`src/rtl/ssi_fifo_path.sv`:
```
module ssi_fifo_path #(
  parameter int DW    = 16,
  parameter int DEPTH = 8
) (
  input  logic          clk,
  input  logic          rst_n,
  input  logic          en,
  input  logic [3:0]    dsize_m1,
  input  logic          cmd_mode,
  input  logic          bit_tick,
  input  logic          host_wr,
  input  logic [DW-1:0] host_wdata,
  input  logic          host_rd,
  output logic [DW-1:0] host_rdata,
  input  logic          ser_in,
  output logic          ser_out,
  output logic          tx_full,
  output logic          rx_empty,
  output logic          rx_overrun,
  output logic          busy
);
  localparam int AW  = $clog2(DEPTH);
  localparam int FCW = $clog2(DW + 9);
  localparam logic [3:0] TOP = 4'(DW - 1);

  logic [DW-1:0]  tx_mem [DEPTH];
  logic [DW-1:0]  rx_mem [DEPTH];
  logic [AW-1:0]  tx_wp, tx_rp, rx_wp, rx_rp;
  logic [AW:0]    tx_cnt, rx_cnt;
  logic [DW-1:0]  tx_sh, rx_sh;
  logic [FCW-1:0] bits_left;
  logic           active;

  logic          tx_empty;
  logic [4:0]    nbits, tx_nb;
  logic [FCW-1:0] frame_len;
  logic [DW-1:0] dmask, tx_word, rx_word;
  logic          tx_push, tx_pop, step, done, rx_push, rx_pop;

  assign tx_empty  = (tx_cnt == '0);
  assign tx_full   = (tx_cnt == (AW+1)'(DEPTH));
  assign rx_empty  = (rx_cnt == '0);
  assign nbits     = {1'b0, dsize_m1} + 5'd1;
  assign tx_nb     = cmd_mode ? 5'd8 : nbits;
  assign frame_len = cmd_mode ? FCW'(nbits) + FCW'(8) : FCW'(nbits);
  assign dmask     = {DW{1'b1}} >> (TOP - dsize_m1);
  assign tx_word   = tx_mem[tx_rp] & (cmd_mode ? DW'(8'hFF) : dmask);
  assign rx_word   = {rx_sh[DW-2:0], ser_in} & dmask;

  assign tx_push = host_wr && !tx_full;
  assign tx_pop  = bit_tick && en && !active && !tx_empty;
  assign step    = bit_tick && active;
  assign done    = step && (bits_left == FCW'(1));
  assign rx_push = done && !rx_full_w;
  assign rx_pop  = host_rd && !rx_empty;

  logic rx_full_w;
  assign rx_full_w = (rx_cnt == (AW+1)'(DEPTH));

  assign host_rdata = rx_empty ? '0 : rx_mem[rx_rp];
  assign ser_out    = active & tx_sh[DW-1];
  assign busy       = active | !tx_empty;

  always_ff @(posedge clk) begin
    if (tx_push) tx_mem[tx_wp] <= host_wdata;
    if (rx_push) rx_mem[rx_wp] <= rx_word;
  end

  always_ff @(posedge clk or negedge rst_n) begin
    if (!rst_n) begin
      tx_wp <= '0; tx_rp <= '0; tx_cnt <= '0;
      rx_wp <= '0; rx_rp <= '0; rx_cnt <= '0;
      tx_sh <= '0; rx_sh <= '0; bits_left <= '0;
      active <= 1'b0; rx_overrun <= 1'b0;
    end else begin
      if (tx_push) tx_wp <= tx_wp + AW'(1);
      if (tx_pop)  tx_rp <= tx_rp + AW'(1);
      tx_cnt <= tx_cnt + (AW+1)'(tx_push) - (AW+1)'(tx_pop);
      if (rx_push) rx_wp <= rx_wp + AW'(1);
      if (rx_pop)  rx_rp <= rx_rp + AW'(1);
      rx_cnt <= rx_cnt + (AW+1)'(rx_push) - (AW+1)'(rx_pop);
      if (tx_pop) begin
        active    <= 1'b1;
        bits_left <= frame_len;
        tx_sh     <= tx_word << (5'(DW) - tx_nb);
        rx_sh     <= '0;
      end else if (step) begin
        tx_sh     <= tx_sh << 1;
        rx_sh     <= {rx_sh[DW-2:0], ser_in};
        bits_left <= bits_left - FCW'(1);
        if (done) active <= 1'b0;
      end
      if (done && rx_full_w) rx_overrun <= 1'b1;
    end
  end


  tx_drop_chk: assert property (@(posedge clk) disable iff (!rst_n)
    (tx_full && host_wr && !tx_pop) |=> tx_full);

  empty_read_zero_chk: assert property (@(posedge clk) disable iff (!rst_n)
    rx_empty |-> (host_rdata == '0));

  empty_read_hold_chk: assert property (@(posedge clk) disable iff (!rst_n)
    (rx_empty && host_rd && !done) |=> rx_empty);

  overrun_sticky_chk: assert property (@(posedge clk) disable iff (!rst_n)
    rx_overrun |=> rx_overrun);

  no_start_disabled_chk: assert property (@(posedge clk) disable iff (!rst_n)
    (!en && !active) |=> !active);

  busy_frame_chk: assert property (@(posedge clk) disable iff (!rst_n)
    active |-> busy);

  idle_line_low_chk: assert property (@(posedge clk) disable iff (!rst_n)
    !active |-> !ser_out);
endmodule

```
`config.mk`:
```
export PLATFORM = sky130hd
export DESIGN_NAME = ssi_fifo_path
export DESIGN_NICKNAME = d
export VERILOG_FILES = /design/src/rtl/ssi_fifo_path.sv
export SDC_FILE = /design/constraint.sdc
export NUM_CORES = 1
export LEC_CHECK = 0
export BUFFER_PORTS_ARGS = -buffer_cell sky130_fd_sc_hd__buf_2
export CAP_MARGIN = 5
export CORE_MARGIN = 2
export CORE_UTILIZATION = 41
export CTS_CLUSTER_SIZE = 28
export DETAILED_ROUTE_END_ITERATION = 10
export PLACE_DENSITY_LB_ADDON = 0.25
export SYNTH_ARGS = -nofsm -noshare
export SYNTH_HDL_FRONTEND = slang
export SYNTH_SLANG_ARGS = --single-unit
```
`constraint.sdc`:
```
create_clock -name clk -period 2.9 [get_ports clk]
set_clock_uncertainty 0.2 [all_clocks]
set_input_delay 0.435 -clock clk [delete_from_list [all_inputs] [get_ports clk]]
set_output_delay 0.435 -clock clk [all_outputs]
set_load 0.005 [all_outputs]
```
== Word level (Yosys, flattened, before mapping) ==
Memories as Yosys holds them, arrays and structs flattened.
Index checks and enable logic that the tools add are counted.

* Flip-flop bits (word level): 58
* RAM bits: 256
* Output and inout port bits: 21
* Memories kept: 2

{| class="wikitable"
|+ Memory list
! memory !! depth !! bits a word !! rd ports !! clocked after memory_dff !! write ports !! line !! source
|-
| rx_mem || 8 || 16 || 1 || 0 || 1 || 27 || <nowiki>logic [DW-1:0] rx_mem [DEPTH];</nowiki>
|-
| tx_mem || 8 || 16 || 1 || 0 || 1 || 26 || <nowiki>logic [DW-1:0] tx_mem [DEPTH];</nowiki>
|}

* Add/subtract/negate cells: 13
* Equal/unequal tests: 3
* Shifts and indexed selects: 2
* Muxes and demuxes: 17
* Bitwise operators: 4
* Reductions and logical operators: 19

{| class="wikitable"
|+ Operators by type and width
! kind !! number
|-
| $mux W16 || 4
|-
| $and A16 B16 Y16 || 2
|-
| $mux W15 || 2
|-
| $mux W5 || 4
|-
| $shl A16 B5 Y16 || 1
|-
| $shr A16 B4 Y16 const A || 1
|-
| $add A3 B1 Y3 const B || 4
|-
| $logic_and A1 B1 Y1 || 9
|-
| $add A4 B1 Y4 || 2
|-
| $eq A4 B4 Y1 const B || 2
|-
| $logic_not A4 Y1 || 2
|-
| $sub A4 B1 Y4 || 2
|-
| $mux W1 || 7
|-
| $add A4 B1 Y5 const B || 1
|-
| $add A5 B4 Y5 const B || 1
|-
| $eq A5 B1 Y1 const B || 1
|-
| $logic_not A1 Y1 || 5
|-
| $sub A5 B1 Y5 const B || 1
|-
| $sub A5 B5 Y5 const A || 1
|-
| $reduce_bool A2 Y1 || 2
|-
| $sub A4 B4 Y4 const A || 1
|-
| $reduce_and A2 Y1 || 1
|-
| $and A1 B1 Y1 || 1
|-
| $or A1 B1 Y1 || 1
|}

== Logic depth before layout (Yosys ltp) ==
* Depth after elaboration: 6
* Gate-level depth with buffers: 12
* Mapped depth without buffers: 11

== Least setup slack after synthesis ==
Ideal clock, no wire load.

* Path kind: input -> register
* Start: in bit_tick
* End: mem rx_mem[1][0] (enable)
* Arrival: 2,505 ps
* Data required time: 2,291 ps
* Setup slack: -214 ps
* Cell stages on the path: 6
* Cell sequence: nand2_1 nor3_1 nand3b_1 a21oi_1 nand2_1 nor3_1

* Cells in the longest elaborated chain, start to end: 5

{| class="wikitable"
|+ Ends and longest elaborated chain
! item !! line !! source
|-
| start, declared || 10 || <nowiki>input logic bit_tick,</nowiki>
|-
| $logic_and A1 B1 Y1 || 52 || <nowiki>assign step = bit_tick && active;</nowiki>
|-
| $logic_and A1 B1 Y1 || 53 || <nowiki>assign done = step && (bits_left == FCW'(1));</nowiki>
|-
| $logic_and A1 B1 Y1 || 54 || <nowiki>assign rx_push = done && !rx_full_w;</nowiki>
|-
| $mux W1 || 66 || <nowiki>if (rx_push) rx_mem[rx_wp] <= rx_word;</nowiki>
|-
| $mux W1 (not written as such) || 66 ||
|-
| end, declared || 27 ||
|}

No other way between the ends.

== Final worst setup path ==
* Start: reg tx_rp[0]
* End: reg tx_sh[5]

* Cells in the longest elaborated chain, start to end: 4

{| class="wikitable"
|+ Ends and longest elaborated chain
! item !! line !! source
|-
| start, declared || 28 || <nowiki>logic [AW-1:0] tx_wp, tx_rp, rx_wp, rx_rp;</nowiki>
|-
| start signal, assigned || 77 || <nowiki>if (tx_pop) tx_rp <= tx_rp + AW'(1);</nowiki>
|-
| $mem_v2 Z8 W16 || n/a ||
|-
| $and A16 B16 Y16 || 47 || <nowiki>assign tx_word = tx_mem[tx_rp] & (cmd_mode ? DW'(8'hFF) : dmask);</nowiki>
|-
| $shl A16 B5 Y16 || 85 || <nowiki>tx_sh <= tx_word << (5'(DW) - tx_nb);</nowiki>
|-
| $mux W16 || 82 || <nowiki>if (tx_pop) begin</nowiki>
|-
| end signal, assigned || 85 ||
|-
| end signal, assigned || 88 || <nowiki>tx_sh <= tx_sh << 1;</nowiki>
|-
| end, declared || 30 || <nowiki>logic [DW-1:0] tx_sh, rx_sh;</nowiki>
|}

No other way between the ends.
A chain may end at the register's enable or synchronous reset.

==> reports/results.txt <==
Hold path endpoint: tx_mem[3][14]
Final net count: 1088
Post-DP HPWL: 19.3 mm
Status: completed
FF-to-FF Start: tx_rp[0]
Largest net degree at the start of global routing: 35
Layout cells sized above 1: 23.4%
Placed Area: 0.0150 mm²
RePlAce Congestion: 0.864
Initial antenna violation count: 0
Internal: 10.3 mW
Post-Syn Nets: 954
Overall power: 14.9 mW
Final min period: 2.79 ns
Detailed Route Iter0 Violations: 568
Slew Limit Fails: 0
Register area share after synthesis: 66.5%
DP Worst Slack: -0.0277 ns
Min-delay src: host_wdata[14]
Initial Utilization: 41.3%
Reg2reg end: tx_sh[5]
Yosys top cell area share: 55.9%
Cells after Synth: 901
Critical path type: reg2reg
Total CTS buffers: 34
Peak supply drop: 0.694 mV
Die height: 187 µm
Clock network power share: 27.9%
WL met2: 14.3 mm
DRC: 0
Worst-path clk slew: 0.06 ns
Setup WS post-layout: 0.113 ns
Synth Register Bits: 314
Die Width: 187 µm
Max_slew headroom: 55.8%
CP cell instances: buf_4, mux4_2, mux2i_1, buf_4, o21ai_0, a21boi_0, a21oi_1, or3_1, a21oi_2
WHS: 0.00751 ns
Final Hold Fails: 0
Hold Crit Depth: 1
Placed insts: 1438
Core ar.: 0.0333 mm²
Mapped Avg Cell Area: 15.3 µm²
Setup crit end kind: flip-flop
Main area contributors after synthesis: edfxtp_1 56%, dfrtp_1 11%, mux4_2 6.9%, mux2i_1 3.4%, nand2_1 2.7%
Main synth FF type: edfxtp_1
Clk buf depth: 3
Hold Crit Class: in2reg
Sw Share: 30.7%
FP Rows: 67
Mapped cell area: 0.0137 mm²
Vias in the first global route: 8101
Number of flops mapped to enable cells by yosys: 256
Root Buffer: clkbuf_16
CP required: 3.14 ns
First-pass GRT wire length: 46.5 mm
R2R depth: 9
Via density: 5.21
Seq pwr share: 40.4%
CP most frequent cell: buf_4
Worst Path Arrival: 3.02 ns
Post-synth ARST share: 18.5%
Final core occ: 48.6%
Vias: 7855
P_sw: 4.58 mW
Crit path max fanout: 5
Worst skew pair latency: 0.50 ns
Sum Neg Setup Slack: 0 ns
Yosys warns: 0
CP Launch Type: flip-flop
Power Dens Cells: 923 mW/mm²
DR top layer: met4
Setup bufs post-CTS: 0
Synth cell types: 73
Logic pwr share: 31.7%
Cell family with most CP delay: compound AO/OA/AOI/OAI gates
Drt pass-1 iters: 6
Leak Pwr: 5.90 nW
Total gr overflow: 0
Fin crit share: 96.1%
Routed len/inst: 19.6 µm
GRT Util Overall: 17.0%
CTS tree: yes
Max cap viols: 0
Non-filler cells, final: 1509
CTS HTree Levels: 2
I/O Buffers: 48
CP max stage delay: 0.46 ns
DRT met1 WL: 13.7 mm
Antenna Nets Post-Route: 0
Total Wirelength: 29.6 mm
FMAX: 0.359 GHz
WP buf/inv: 2
Die area: 0.0350 mm²
Crit-path slowest cell: dfrtp_1
Leading area contributor after synthesis: edfxtp_1
Tightest Pin Transition: 0.663 ns
Area delta synth->final: 17.6%
Final Instance Area: 0.0162 mm²
Io pins: 49
RSZ-0062 raised after global routing: no
Final setup fails: 0
Metal3 WL: 1.06 mm
Worst reg-to-reg setup slack: 0.11 ns
CTS sink cnt: 314
-- cell usage after synthesis, types with 6 or more instances --
cell	n
buf_2	9
o211ai_1	7
inv_1	25
o21ai_0	21
mux4_2	42
xor2_1	6
clkbuf_1	19
mux4_1	11
ha_1	23
xnor2_1	12
and2_1	9
nand2b_1	9
buf_6	8
dfrtp_1	58
nor2_1	72
a21oi_1	38
nand3_1	6
edfxtp_1	256
nand2_1	99
o221ai_1	8
nor3_1	9
mux2i_1	46
-- placed cells by master (no fill, tap or decap), drive strengths merged, types with 9 or more instances in the layout --
cell / instances
nor2: 72
o21ai: 24
buf: 135
dfrtp: 58
xnor2: 12
inv: 26
clkbuf: 43
mux4: 53
edfxtp: 256
dlygate4sd3: 9
nand2: 99
ha: 23
mux2i: 49
a21oi: 40
and2: 10
nor3: 9
nand2b: 9
clkinv: 16
-- flip-flops by register name (all words and copies together) (netlist names) --
register	flops
rx_overrun	1
tx_sh	16
bits_left	5
tx_rp	3
tx_cnt	4
rx_rp	3
active	1
tx_mem	128
rx_mem	128
rx_sh	15
rx_wp	3
rx_cnt	4
tx_wp	3
-- worst max-delay path by stage --
stage | from | end | cells after the start
5_1_grt | tx_rp[0] | tx_sh[5] | 9
6_report | tx_rp[0] | tx_sh[5] | 9
3_3_place_gp | dsize_m1[1] | tx_sh[12] | 12
4_1_cts | rx_rp[0] | host_rdata[4] | 5
2_1_floorplan | tx_cnt[2] | tx_cnt[2] | 12
3_5_place_dp | dsize_m1[1] | tx_sh[14] | 11
-- final cells by class --
class	instances	area (µm²)
Timing Repair Buffer	144	1030
Clock inverter	18	135
Antenna cell	1	2.50
Sequential cell	314	9140
Multi-Input combinational cell	514	4240
Fill cell	2884	17100
Inverter	27	101
Clock buffer	43	948
Tap cell	448	561
-- per-layer routing --
metal | up-vias | global-route usage (%)
met1 | 3931 | 23.4
met5 | - | 0
met3 | 48 | 2.51
met2 | 163 | 28.7
met4 | 0 | 4.30
li1 | 3713 | -
-- power groups by stage --
stage | registers (mW) | clock network (mW) | logic (mW)
after floorplan | 5.98 | 0 | 3.37
after global placement | 6.10 | 0 | 4.74
after detailed placement | 6.11 | 0 | 4.79
after CTS | 6.03 | 4.25 | 4.81
after global routing | 6.10 | 4.43 | 5.22
final | 6.03 | 4.16 | 4.73
-- timing repair --
item	in CTS	in global routing
hold buffers	9	0
endpoints found under the setup margin	0	1
endpoints found under the hold margin	77	0
resized for setup	0	1
-- logic make-up after synthesis --
kind of cell	Yosys count	share of synthesized area, %
adder cells (fa/ha/maj)	25	2.39
AND/OR/NAND/NOR	234	7.60
flip-flops	314	66.5
buffers and inverters	73	2.83
XOR/XNOR	18	1.15
multiplexers	107	13.1
AO/OA/AOI/OAI	130	6.41
Power figures use the tool's default switching activity.
